File: config.mk
export PLATFORM = sky130hd
export DESIGN_NAME = i2c_ctl_engine
export DESIGN_NICKNAME = d
export VERILOG_FILES = /design/src/rtl/i2c_ctl_pkg.sv /design/src/rtl/i2c_ctl_prescale.sv /design/src/rtl/i2c_ctl_seq.sv /design/src/rtl/i2c_ctl_engine.sv
export SDC_FILE = /design/constraint.sdc
export NUM_CORES = 1
export LEC_CHECK = 0
export ABC_AREA = 1
export BUFFER_PORTS_ARGS = -buffer_cell sky130_fd_sc_hd__buf_2
export CORE_MARGIN = 2
export CORE_UTILIZATION = 53
export CTS_CLUSTER_SIZE = 24
export DETAILED_ROUTE_END_ITERATION = 7
export PLACE_DENSITY = 0.77
export SLEW_MARGIN = 20
export SYNTH_ARGS = -nofsm -noshare
export SYNTH_HDL_FRONTEND = slang
export SYNTH_SLANG_ARGS = --single-unit
export TNS_END_PERCENT = 50
File: constraint.sdc
create_clock -name clk -period 1.92 [get_ports clk]
set_input_delay 0.576 -clock clk [delete_from_list [all_inputs] [get_ports clk]]
set_output_delay 0.576 -clock clk [all_outputs]
set_load 0.05 [all_outputs]
File: src/rtl/i2c_ctl_pkg.sv
package i2c_ctl_pkg;
    localparam int DIV_SEL_W = 3;
    localparam int BYTE_W    = 8;
    localparam int ADDR_W    = 7;

    typedef enum logic [1:0] {
        ST_IDLE  = 2'd0,
        ST_START = 2'd1,
        ST_BIT   = 2'd2,
        ST_STOP  = 2'd3
    } ctl_st_e;
endpackage

File: src/rtl/i2c_ctl_prescale.sv
module i2c_ctl_prescale
    import i2c_ctl_pkg::*;
#(
    parameter int QLOG_BASE = 3,
    parameter logic [DIV_SEL_W-1:0] DIV_RST = 3'b001
) (
    input  logic                 clk,
    input  logic                 rst_n,
    input  logic                 run,
    input  logic                 div_we,
    input  logic [DIV_SEL_W-1:0] div_wdata,
    output logic                 qtick
);
    localparam int CNT_W = QLOG_BASE + (1 << DIV_SEL_W) - 1;

    typedef struct packed {
        logic [CNT_W-1:0]     cnt;
        logic [DIV_SEL_W-1:0] sel;
    } pre_s;

    pre_s q, d;
    logic [CNT_W-1:0] lim;

    // quarter-phase length is 2^(QLOG_BASE+sel) clocks
    always_comb begin
        lim = CNT_W'((32'd1 << (QLOG_BASE + 32'(q.sel))) - 32'd1);
    end

    assign qtick = run && (q.cnt >= lim);

    always_comb begin
        d = q;
        if (div_we) d.sel = div_wdata;
        if (!run || qtick) d.cnt = '0;
        else               d.cnt = q.cnt + 1'b1;
    end

    always_ff @(posedge clk or negedge rst_n) begin
        if (!rst_n) begin
            q.cnt <= '0;
            q.sel <= DIV_RST;
        end else begin
            q <= d;
        end
    end

    // a quarter boundary restarts the count
    a_r2_count_restart: assert property (@(posedge clk) disable iff (!rst_n)
        ($past(run) && $past(qtick)) |-> (q.cnt == '0));

    // counter idles at zero outside a transaction
    a_r2_idle_zero: assert property (@(posedge clk) disable iff (!rst_n)
        !$past(run) |-> (q.cnt == '0));
endmodule

File: src/rtl/i2c_ctl_seq.sv
module i2c_ctl_seq
    import i2c_ctl_pkg::*;
#(
    parameter int LEN_W = 4
) (
    input  logic              clk,
    input  logic              rst_n,
    input  logic              en,
    input  logic              start_req,
    input  logic              qtick,
    input  logic [ADDR_W-1:0] tgt_addr,
    input  logic              dir,
    input  logic [LEN_W-1:0]  xfer_len,
    input  logic [BYTE_W-1:0] tx_data,
    input  logic              rs_set,
    input  logic              nack_clr,
    input  logic              sda_i,
    output logic              tx_take,
    output logic [BYTE_W-1:0] rx_data,
    output logic              rx_valid,
    output logic              rs_pending,
    output logic              nack_flag,
    output logic              busy,
    output logic              scl_o,
    output logic              sda_o
);
    localparam logic [3:0] ACK_SLOT = 4'(BYTE_W);

    typedef struct packed {
        ctl_st_e           st;
        logic [1:0]        ph;
        logic [3:0]        bitn;
        logic [BYTE_W-1:0] sh;
        logic              ackb;
        logic              addr_ph;
        logic              dir;
        logic [LEN_W-1:0]  len;
        logic [LEN_W-1:0]  cnt;
        logic              rs;
        logic              nack;
        logic              scl;
        logic              sda;
        logic              tx_take;
        logic              rx_valid;
        logic [BYTE_W-1:0] rx_data;
    } seq_s;

    seq_s q, d;

    logic             txmode;
    logic             last_rx;
    logic [LEN_W-1:0] cnt_nx;
    logic [3:0]       bit_nx;

    always_comb begin
        txmode  = q.addr_ph || !q.dir;
        last_rx = (LEN_W'(q.cnt + 1'b1) == q.len);
        cnt_nx  = q.addr_ph ? '0 : LEN_W'(q.cnt + 1'b1);
        bit_nx  = q.bitn + 4'd1;
    end

    always_comb begin
        d          = q;
        d.tx_take  = 1'b0;
        d.rx_valid = 1'b0;
        if (nack_clr) d.nack = 1'b0;
        if (rs_set)   d.rs   = 1'b1;

        unique case (q.st)
            ST_IDLE: begin
                if (en && start_req) begin
                    d.st  = ST_START;
                    d.ph  = 2'd0;
                    d.len = xfer_len;
                    d.cnt = '0;
                    d.scl = 1'b1;
                    d.sda = 1'b1;
                end
            end

            ST_START: begin
                if (qtick) begin
                    d.ph = q.ph + 2'd1;
                    unique case (q.ph)
                        2'd0: begin d.scl = 1'b1; d.sda = 1'b1; end
                        2'd1: begin d.scl = 1'b1; d.sda = 1'b0; end
                        2'd2: begin d.scl = 1'b0; d.sda = 1'b0; end
                        default: begin
                            d.st      = ST_BIT;
                            d.ph      = 2'd0;
                            d.bitn    = 4'd0;
                            d.addr_ph = 1'b1;
                            d.dir     = dir;
                            d.cnt     = '0;
                            d.sh      = {tgt_addr, dir};
                            d.scl     = 1'b0;
                            d.sda     = tgt_addr[ADDR_W-1];
                        end
                    endcase
                end
            end

            ST_BIT: begin
                if (qtick) begin
                    d.ph = q.ph + 2'd1;
                    unique case (q.ph)
                        2'd0: d.scl = 1'b1;
                        2'd1: begin
                            if (q.bitn != ACK_SLOT) d.sh = {q.sh[BYTE_W-2:0], sda_i};
                            else                    d.ackb = sda_i;
                        end
                        2'd2: d.scl = 1'b0;
                        default: begin
                            d.ph = 2'd0;
                            if (q.bitn != ACK_SLOT) begin
                                d.bitn = bit_nx;
                                if (bit_nx == ACK_SLOT)
                                    d.sda = txmode ? 1'b1 : last_rx;
                                else
                                    d.sda = txmode ? q.sh[BYTE_W-1] : 1'b1;
                            end else begin
                                d.rx_valid = !q.addr_ph && q.dir;
                                d.rx_data  = q.sh;
                                if (txmode && q.ackb) begin
                                    d.nack = 1'b1;
                                    d.rs   = 1'b0;
                                    d.st   = ST_STOP;
                                    d.sda  = 1'b0;
                                end else if (q.rs) begin
                                    d.rs  = 1'b0;
                                    d.st  = ST_START;
                                    d.sda = 1'b1;
                                end else begin
                                    d.cnt = cnt_nx;
                                    if (cnt_nx == q.len) begin
                                        d.st  = ST_STOP;
                                        d.sda = 1'b0;
                                    end else begin
                                        d.addr_ph = 1'b0;
                                        d.bitn    = 4'd0;
                                        if (!q.dir) begin
                                            d.sh      = tx_data;
                                            d.tx_take = 1'b1;
                                            d.sda     = tx_data[BYTE_W-1];
                                        end else begin
                                            d.sh  = '0;
                                            d.sda = 1'b1;
                                        end
                                    end
                                end
                            end
                        end
                    endcase
                end
            end

            default: begin // ST_STOP
                if (qtick) begin
                    d.ph = q.ph + 2'd1;
                    unique case (q.ph)
                        2'd0: begin d.scl = 1'b1; d.sda = 1'b0; end
                        2'd1: begin d.scl = 1'b1; d.sda = 1'b1; end
                        2'd2: ;
                        default: begin
                            d.st = ST_IDLE;
                            d.ph = 2'd0;
                        end
                    endcase
                end
            end
        endcase
    end

    always_ff @(posedge clk or negedge rst_n) begin
        if (!rst_n) begin
            q     <= '0;
            q.st  <= ST_IDLE;
            q.scl <= 1'b1;
            q.sda <= 1'b1;
        end else begin
            q <= d;
        end
    end

    assign tx_take    = q.tx_take;
    assign rx_data    = q.rx_data;
    assign rx_valid   = q.rx_valid;
    assign rs_pending = q.rs;
    assign nack_flag  = q.nack;
    assign busy       = (q.st != ST_IDLE);
    assign scl_o      = q.scl;
    assign sda_o      = q.sda;

    // SDA moves under a high SCL only inside START or STOP
    a_r12_sda_scl_low: assert property (@(posedge clk) disable iff (!rst_n)
        ($past(q.scl) && q.scl && (q.sda != $past(q.sda)))
            |-> (q.st == ST_START || q.st == ST_STOP));

    // both lines released whenever the engine is idle
    a_r10_idle_released: assert property (@(posedge clk) disable iff (!rst_n)
        !busy |-> (scl_o && sda_o));

    // a new NACK always heads for STOP
    a_r6_nack_to_stop: assert property (@(posedge clk) disable iff (!rst_n)
        $rose(q.nack) |-> (q.st == ST_STOP));

    // a NACK drops the repeated-START request
    a_r9_nack_drops_rs: assert property (@(posedge clk) disable iff (!rst_n)
        $rose(q.nack) |-> !q.rs);

    // the request is consumed only by a restart or a NACK stop
    a_r8_rs_consumed: assert property (@(posedge clk) disable iff (!rst_n)
        $fell(q.rs) |-> (q.st == ST_START || q.st == ST_STOP));

    // data is loaded only at the start of a bit
    a_r4_take_at_bit0: assert property (@(posedge clk) disable iff (!rst_n)
        tx_take |-> (q.st == ST_BIT && q.bitn == 4'd0 && !q.scl));
endmodule

File: src/rtl/i2c_ctl_engine.sv
module i2c_ctl_engine
    import i2c_ctl_pkg::*;
#(
    parameter int LEN_W     = 4,
    parameter int QLOG_BASE = 3,
    parameter logic [DIV_SEL_W-1:0] DIV_RST = 3'b001
) (
    input  logic                 clk,
    input  logic                 rst_n,
    input  logic                 en,
    input  logic                 div_we,
    input  logic [DIV_SEL_W-1:0] div_wdata,
    input  logic                 start_req,
    input  logic [ADDR_W-1:0]    tgt_addr,
    input  logic                 dir,
    input  logic [LEN_W-1:0]     xfer_len,
    input  logic [BYTE_W-1:0]    tx_data,
    output logic                 tx_take,
    output logic [BYTE_W-1:0]    rx_data,
    output logic                 rx_valid,
    input  logic                 rs_set,
    output logic                 rs_pending,
    input  logic                 nack_clr,
    output logic                 nack_flag,
    output logic                 busy,
    output logic                 scl_o,
    output logic                 sda_o,
    input  logic                 sda_i
);
    logic qtick;

    i2c_ctl_prescale #(
        .QLOG_BASE (QLOG_BASE),
        .DIV_RST   (DIV_RST)
    ) u_pre (
        .clk       (clk),
        .rst_n     (rst_n),
        .run       (busy),
        .div_we    (div_we),
        .div_wdata (div_wdata),
        .qtick     (qtick)
    );

    i2c_ctl_seq #(
        .LEN_W (LEN_W)
    ) u_seq (
        .clk        (clk),
        .rst_n      (rst_n),
        .en         (en),
        .start_req  (start_req),
        .qtick      (qtick),
        .tgt_addr   (tgt_addr),
        .dir        (dir),
        .xfer_len   (xfer_len),
        .tx_data    (tx_data),
        .rs_set     (rs_set),
        .nack_clr   (nack_clr),
        .sda_i      (sda_i),
        .tx_take    (tx_take),
        .rx_data    (rx_data),
        .rx_valid   (rx_valid),
        .rs_pending (rs_pending),
        .nack_flag  (nack_flag),
        .busy       (busy),
        .scl_o      (scl_o),
        .sda_o      (sda_o)
    );
endmodule

==> flow_summary.yaml, run 1 <==
timing:
  timing.slew.headroom_pct: 66.6
  setup_viol: 47
  fmax_mhz: 439
  post-route-min-period_ns: 2.28
  finalHoldViolCount: 0
  fin_ws_ns: -0.358
  finClkSkew_ns: 0.00952
  worstMarginPinSlew_ns: 0.500
  period_share_pct: 119
  drv_slew: 0
  rsz0062_at_grt: "true"
power:
  switching_share_pct: 46.3
  pwr-share-seq_pct: 30.9
  p_sw_mw: 2.16
  p_comb_share_pct: 54.2
  ir_drop_mv: 1.22
  power_frac_clock_pct: 14.9
  power.leakage_nw: 2.30
  internal_power_mw: 2.50
  p_per_area_nw_per_um2: 1040
worst_hold_path:
  hp-class: "in -> async"
placed_design:
  io_buffer_count: 45
  placed_area_um2: 4040
  dp_hpwl_um: 6380
  routabilityCongestion: 0.914
synth:
  synth_top_area_share_pct: 35.9
  synthAdderAreaFrac_pct: 8.09
  muxShareOfSynthArea_pct: 0
  synth-edff-count: 0
  syn_avg_cell_area_um2: 7.32
  yosysMostFrequentCell: "nand2_1"
  synth_common_cells: "nand2_1 (135), inv_1 (56), dfrtp_1 (51), nor2_1 (47), nand3_1 (38)"
  synth_area_um2: 3560
  synthTopCellsByArea: "dfrtp_1 (36%), nand2_1 (14%), ha_1 (8.1%)"
  ys_ff_latch: 54
  ys.flop_type: "dfrtp_1"
  synth_top_family_by_area: "simple AND/OR/NAND/NOR gates"
  yosysWarningCount: 0
  synth_compound_area_share_pct: 11.9
  synthXorXnorAreaFrac_pct: 0.985
  yosysSeqAreaShare_pct: 38.1
  yosysTopAreaCell: "dfrtp_1"
  netlist_instances: 486
  async_reset_ff_share_pct: 100
  synth_cell_types: 41
  synthSimpleGateAreaFrac_pct: 31.2
cts:
  clk_latency_ns: 0.32
  cts_buffers: 5
  clock_path_buffers: 2
  hold_buffers: 0
  cts_sinks: 54
  path_clk_slew_ns: 0.11
  cts_tree: "done"
  htreeDepth: 2
  clockRootBuffer: "clkbuf_8"
floorplan:
  initial_core_util_pct: 55.4
  rows: 29
  die_w_um: 85.9
  fp.dieH_um: 85.9
  ios: 46
  dieArea_um2: 7380
  coreArea_um2: 6420
critical_path:
  critPathBufInv: 3
  cp_slowest_stage_delay_ns: 0.58
  arrival_ns: 2.54
  crit_type: "reg -> reg"
  r2r_cells: 18
  r2r_slack_ns: -0.36
  timing.rr.end: "u_seq.q[30]"
  cp_slowest_cell: "dfstp_2"
  worst_setup_path_start_kind: "flip-flop"
  r2r-start: "u_pre.q[0]"
  crit_fanout: 8
  crit_chain: "nand2_2 -> inv_2 -> nor2_2 -> ha_4 -> nand2_2 -> inv_1 -> nand2_1 -> nand2_1 -> nand2_2 -> nand3_4 -> nand2_8 -> nand2_4 -> nand2_4 -> nor2_4 -> nand2_4 -> inv_6 -> nand2_1 -> nand2_1"
  cp_data_required_time_ns: 2.19
  worstSetupEndpointType: "flip-flop"
  crit_family: "simple AND/OR/NAND/NOR gates"
  crit_top_cell: "nand2_1"
cells_and_area:
  finalNetCount: 616
  utilization_pct: 69.8
  n_antenna_cell: 0
  syn2layout_area_growth_pct: 26.0
  final_area_um2: 4480
  drive_gt1_share_pct: 31.3
global_routing:
  grt_pass1_vias: 3210
  grt_overflow_total: 0
  grt_pass1_wl_um: 14500
  track_usage_pct: 24.4
  antenna_found_initial: 0
  grt_max_degree: 31
detailed_routing:
  drt_first_pass_iters: 5
  drt_iter0_markers: 317
  ant_nets: 0
  viasPerCell: 5.45
  wire_per_inst_um: 14.0
  vias: 3487
  drt-total-wl_um: 8960
  drc: 0
run:
  maxCapViolCount: 0
status:
  violations: "setup timing"
  status: "complete, but fails checks"
==> how the worst max path moves through the flow <==
stage / startpoint / end / slack, ns / depth (start not counted)
CTS: u_pre.q[1] / u_seq.q[32] / -0.27 / 18
finish: u_pre.q[0] / u_seq.q[30] / -0.36 / 18
floorplan: u_pre.q[0] / u_seq.q[32] / -0.12 / 15
detailed placement: u_pre.q[0] / u_seq.q[40] / -0.36 / 14
global route: u_pre.q[1] / u_seq.q[27] / -0.53 / 18
global placement: u_pre.q[0] / u_seq.q[30] / -0.28 / 15
==> repair_timing <==
item	4_1_cts	5_1_grt
cloned	4	0
pin swaps	14	13
setup buffers	1	1
setup endpoints to repair	48	48
resized for setup	42	46
==> power groups by stage <==
stage	clock, mW	sequential [mW]	combinational [mW]
final	0.697	1.44	2.53
after global routing	0.746	1.46	2.76
after CTS	0.707	1.44	2.29
after detailed placement	0	1.46	2.05
after global placement	0	1.45	2.01
after floorplan	0	1.51	1.36
==> per-layer routing <==
metal | vias to the layer above | wire length, µm | GRT usage [%]
li1 | 1718 | - | -
met3 | 25 | 549 | 3.85
met2 | 142 | 4270 | 39.5
met1 | 1602 | 3970 | 33.3
met5 | - | 0 | 0
met4 | 0 | 172 | 8.51
==> kinds of logic after synthesis <==
kind of cell / count (synthesis)
AO/OA/AOI/OAI: 75
adder cells (fa/ha/maj): 23
flip-flops: 54
XOR/XNOR: 4
buffers and inverters: 77
other: 1
AND/OR/NAND/NOR: 252
==> cell type report <==
type / count / area, µm²
Timing Repair Buffer: 80 / 518
Fill cell: 500 / 1940
Clock buffer: 5 / 68.8
Sequential cell: 54 / 1360
Tap cell: 77 / 96.3
Inverter: 61 / 246
Multi-Input combinational cell: 359 / 2160
Timing Repair inverter: 1 / 3.75
Clock inverter: 3 / 28.8
==> per-stage QoR <==
step / hold WS, ns / power [mW] / worst slack [ns] / setup TNS (ns) / cells
after floorplan: 0.280 / 2.86 / -0.123 / -2.91 / 488
after global placement: 0.448 / 3.46 / -0.276 / -7.66 / 626
after detailed placement: 0.453 / 3.51 / -0.357 / -11.25 / 626
after CTS: 0.218 / 4.44 / -0.267 / -9.38 / 639
after global routing: 0.241 / 4.97 / -0.532 / -19.03 / 640
final: 0.207 / 4.67 / -0.358 / -12.61 / 640
==> state kept, by name, indices dropped and copies added (netlist names) <==
name and count:
u_seq.q 27, u_seq.rx_valid 1, u_seq.sda_o 1, u_seq.tx_take 1
u_seq.rs_pending 1, u_seq.rx_data 8, u_seq.nack_flag 1, u_pre.q 13
u_seq.scl_o 1
==> worst register-to-register path: cells and delay by family, from the launching register on <==
kind | cells | cell delay (ns)
adder cells (fa/ha/maj) | 1 | 0.27
buffers and inverters | 3 | 0.23
flip-flops | 1 | 0.58
AND/OR/NAND/NOR | 14 | 1.18
==> layout by cell type, fill, tap and decap left out, types with 3 or more instances in the layout <==
cell type,n
o21ai_1,14
nand2_2,24
inv_6,3
nand3_2,6
a21oi_2,3
inv_1,49
inv_2,10
nor2_2,10
nor2_1,39
a22oi_1,8
clkbuf_8,5
conb_1,3
buf_4,32
ha_4,4
o21ai_2,4
dfrtp_1,50
nand2_4,7
nand4_1,3
o21ai_0,18
nor2_4,4
nor3_1,5
nand2_1,112
a21oi_1,16
nand3_1,34
ha_1,19
dfstp_2,3
buf_2,44
Power figures use the tool's default switching activity.
==> run 2: changes to the inputs <==
--- a/config.mk
+++ b/config.mk
@@ -6,12 +6,12 @@
 export NUM_CORES = 1
 export LEC_CHECK = 0
 export ABC_AREA = 1
-export BUFFER_PORTS_ARGS = -buffer_cell sky130_fd_sc_hd__buf_2
+export BUFFER_PORTS_ARGS = -buffer_cell sky130_fd_sc_hd__buf_4
 export CORE_MARGIN = 2
-export CORE_UTILIZATION = 53
+export CORE_UTILIZATION = 63
 export CTS_CLUSTER_SIZE = 24
 export DETAILED_ROUTE_END_ITERATION = 7
-export PLACE_DENSITY = 0.77
+export PLACE_DENSITY = 0.86
 export SLEW_MARGIN = 20
 export SYNTH_ARGS = -nofsm -noshare
 export SYNTH_HDL_FRONTEND = slang
==> constraint.sdc (replaced) <==
create_clock -name clk -period 2.9 [get_ports clk]
set_input_delay 0.87 -clock clk [delete_from_list [all_inputs] [get_ports clk]]
set_output_delay 0.87 -clock clk [all_outputs]
set_load 0.05 [all_outputs]
==> flow_summary.yaml, run 2 (synthesis results as in run 1) <==
global_routing:
  antenna_found_initial: 0
  grt_overflow_total: 0
  grt_max_degree: 55
  grt_pass1_vias: 3196
  track_usage_pct: 28.4
  grt_pass1_wl_um: 14200
cells_and_area:
  final_common_cell: "nand2_1"
  final_cell_mix: "nand2_1 (135), inv_1 (56), dfrtp_1 (51)"
  multiInputGateArea_um2: 1870
  final_area_um2: 3990
  regMostFlops: "u_seq.q"
  ff_latch_area_um2: 1360
  n_antenna_cell: 0
  finalNetCount: 579
  syn2layout_area_growth_pct: 12.1
  layout.cells.non_filler: 598
  utilization_pct: 72.8
  fill_cells: 458
  largest_register_ffs: 27
  drive_gt1_share_pct: 15.4
cts:
  clk_latency_ns: 0.31
  clock_path_buffers: 2
  cts_buffers: 5
  cts_sinks: 54
  cts_tree: "done"
  clockRootBuffer: "clkbuf_8"
  cts.repair.resized: 0
  path_clk_slew_ns: 0.10
  htreeDepth: 2
  hold_buffers: 0
  cts_setup_buffers: 0
timing:
  timing.slew.headroom_pct: 54.9
  drv_slew: 0
  fmax_mhz: 389
  finClkSkew_ns: 0.00640
  period_share_pct: 88.6
  finalSetupTns_ns: 0
  finalHoldViolCount: 0
  rsz0062_at_grt: "false"
  post-route-min-period_ns: 2.57
  whs_ns: 0.487
  worstMarginPinSlew_ns: 0.677
  setup_viol: 0
detailed_routing:
  viasPerCell: 5.59
  drt_iter0_markers: 311
  wire_per_inst_um: 13.9
  ant_nets: 0
  drt_first_pass_iters: 5
  drc: 0
  drt-total-wl_um: 8310
  vias: 3342
critical_path:
  arrival_ns: 2.82
  r2r-start: "u_pre.q[0]"
  worst_setup_path_start_kind: "flip-flop"
  timing.rr.end: "u_seq.sda_o"
  r2r_cells: 14
  crit_type: "reg -> reg"
  worstSetupEndpointType: "flip-flop"
  r2r_slack_ns: 0.33
  cp_data_required_time_ns: 3.15
  crit_fanout: 11
placed_design:
  io_buffer_count: 45
  placed_area_um2: 3890
  dp_hpwl_um: 6220
  routabilityCongestion: 0.927
  dpl.cell_count: 590
worst_hold_path:
  hp-class: "reg -> reg"
  min-delay-start: "u_seq.scl_o"
  whs_path_depth: 2
  min_to: "u_seq.scl_o"
power:
  p_per_area_nw_per_um2: 665
  ir_drop_mv: 0.577
  power.leakage_nw: 2.10
floorplan:
  coreArea_um2: 5470
  rows: 27
  die_w_um: 79.1
  initial_core_util_pct: 65.0
  fp.dieH_um: 79.1
  dieArea_um2: 6260
  ios: 46
status:
  status: "finished, final reports clean"
run:
  maxCapViolCount: 0
==> run 2: cell types whose count changed in the layout (fill, tap and decap cells not counted), moves of 8 or more <==
cell | before | now
o21ai_0 | 18 | 26
nand2_1 | 112 | 135
nor2_1 | 39 | 47
buf_2 | 44 | 0
buf_4 | 32 | 46
nand2_2 | 24 | 5
==> run 2: worst max path at each step <==
stage,end,from,depth (start not counted)
final,u_seq.sda_o,u_pre.q[0],14
after global routing,u_seq.q[14],u_pre.q[2],16
after CTS,busy,u_seq.q[39],4
after detailed placement,u_seq.sda_o,u_pre.q[0],14
after global placement,u_seq.q[17],u_pre.q[0],14
after floorplan,u_seq.q[25],u_pre.q[2],19
==> run 2: power breakdown <==
part | total [mW] | internal (mW) | leakage [nW] | switching (mW)
clock | 0.443 | 0.193 | 0.0472 | 0.250
sequential | 0.958 | 0.864 | 0.718 | 0.0940
combinational | 1.25 | 0.396 | 1.34 | 0.852
==> run 2: routing by layer <==
metal | part of all wire [%] | GRT usage, % | vias up
met5 | 0 | 0 | -
met4 | 1.1 | 5.69 | 0
met3 | 7.6 | 4.32 | 15
met2 | 48 | 48.1 | 137
met1 | 44 | 38.8 | 1552
li1 | - | - | 1638
==> run 2: through the flow <==
step           power [mW]  setup slack [ns]
2_1_floorplan        1.88             0.774
3_3_place_gp         2.16             0.553
3_5_place_dp         2.19             0.428
4_1_cts              2.64             0.341
5_1_grt              2.86             0.186
6_report             2.65             0.331
==> run 2: worst max-delay path, stage by stage, from the launching register on <==
cell and delay [ns]:
dfstp_2 0.56, nand2_1 0.08, inv_1 0.08, nand2_1 0.07, ha_1 0.31, nand2_1 0.10
a21oi_1 0.17, nor2_1 0.07, nand3_2 0.11, nand3_1 0.35, nor2_1 0.31, nand3_1 0.12
nand2_1 0.07, nand2_1 0.05, nand2_1 0.06
==> run 2: final cells by class <==
type / instances / share of cell area [%]
Inverter: 61 / 5.81
Tap cell: 72 / 2.26
Clock buffer: 6 / 2.07
Multi-Input combinational cell: 357 / 46.9
Sequential cell: 54 / 34.0
Clock inverter: 2 / 0.314
Timing Repair Buffer: 46 / 8.66
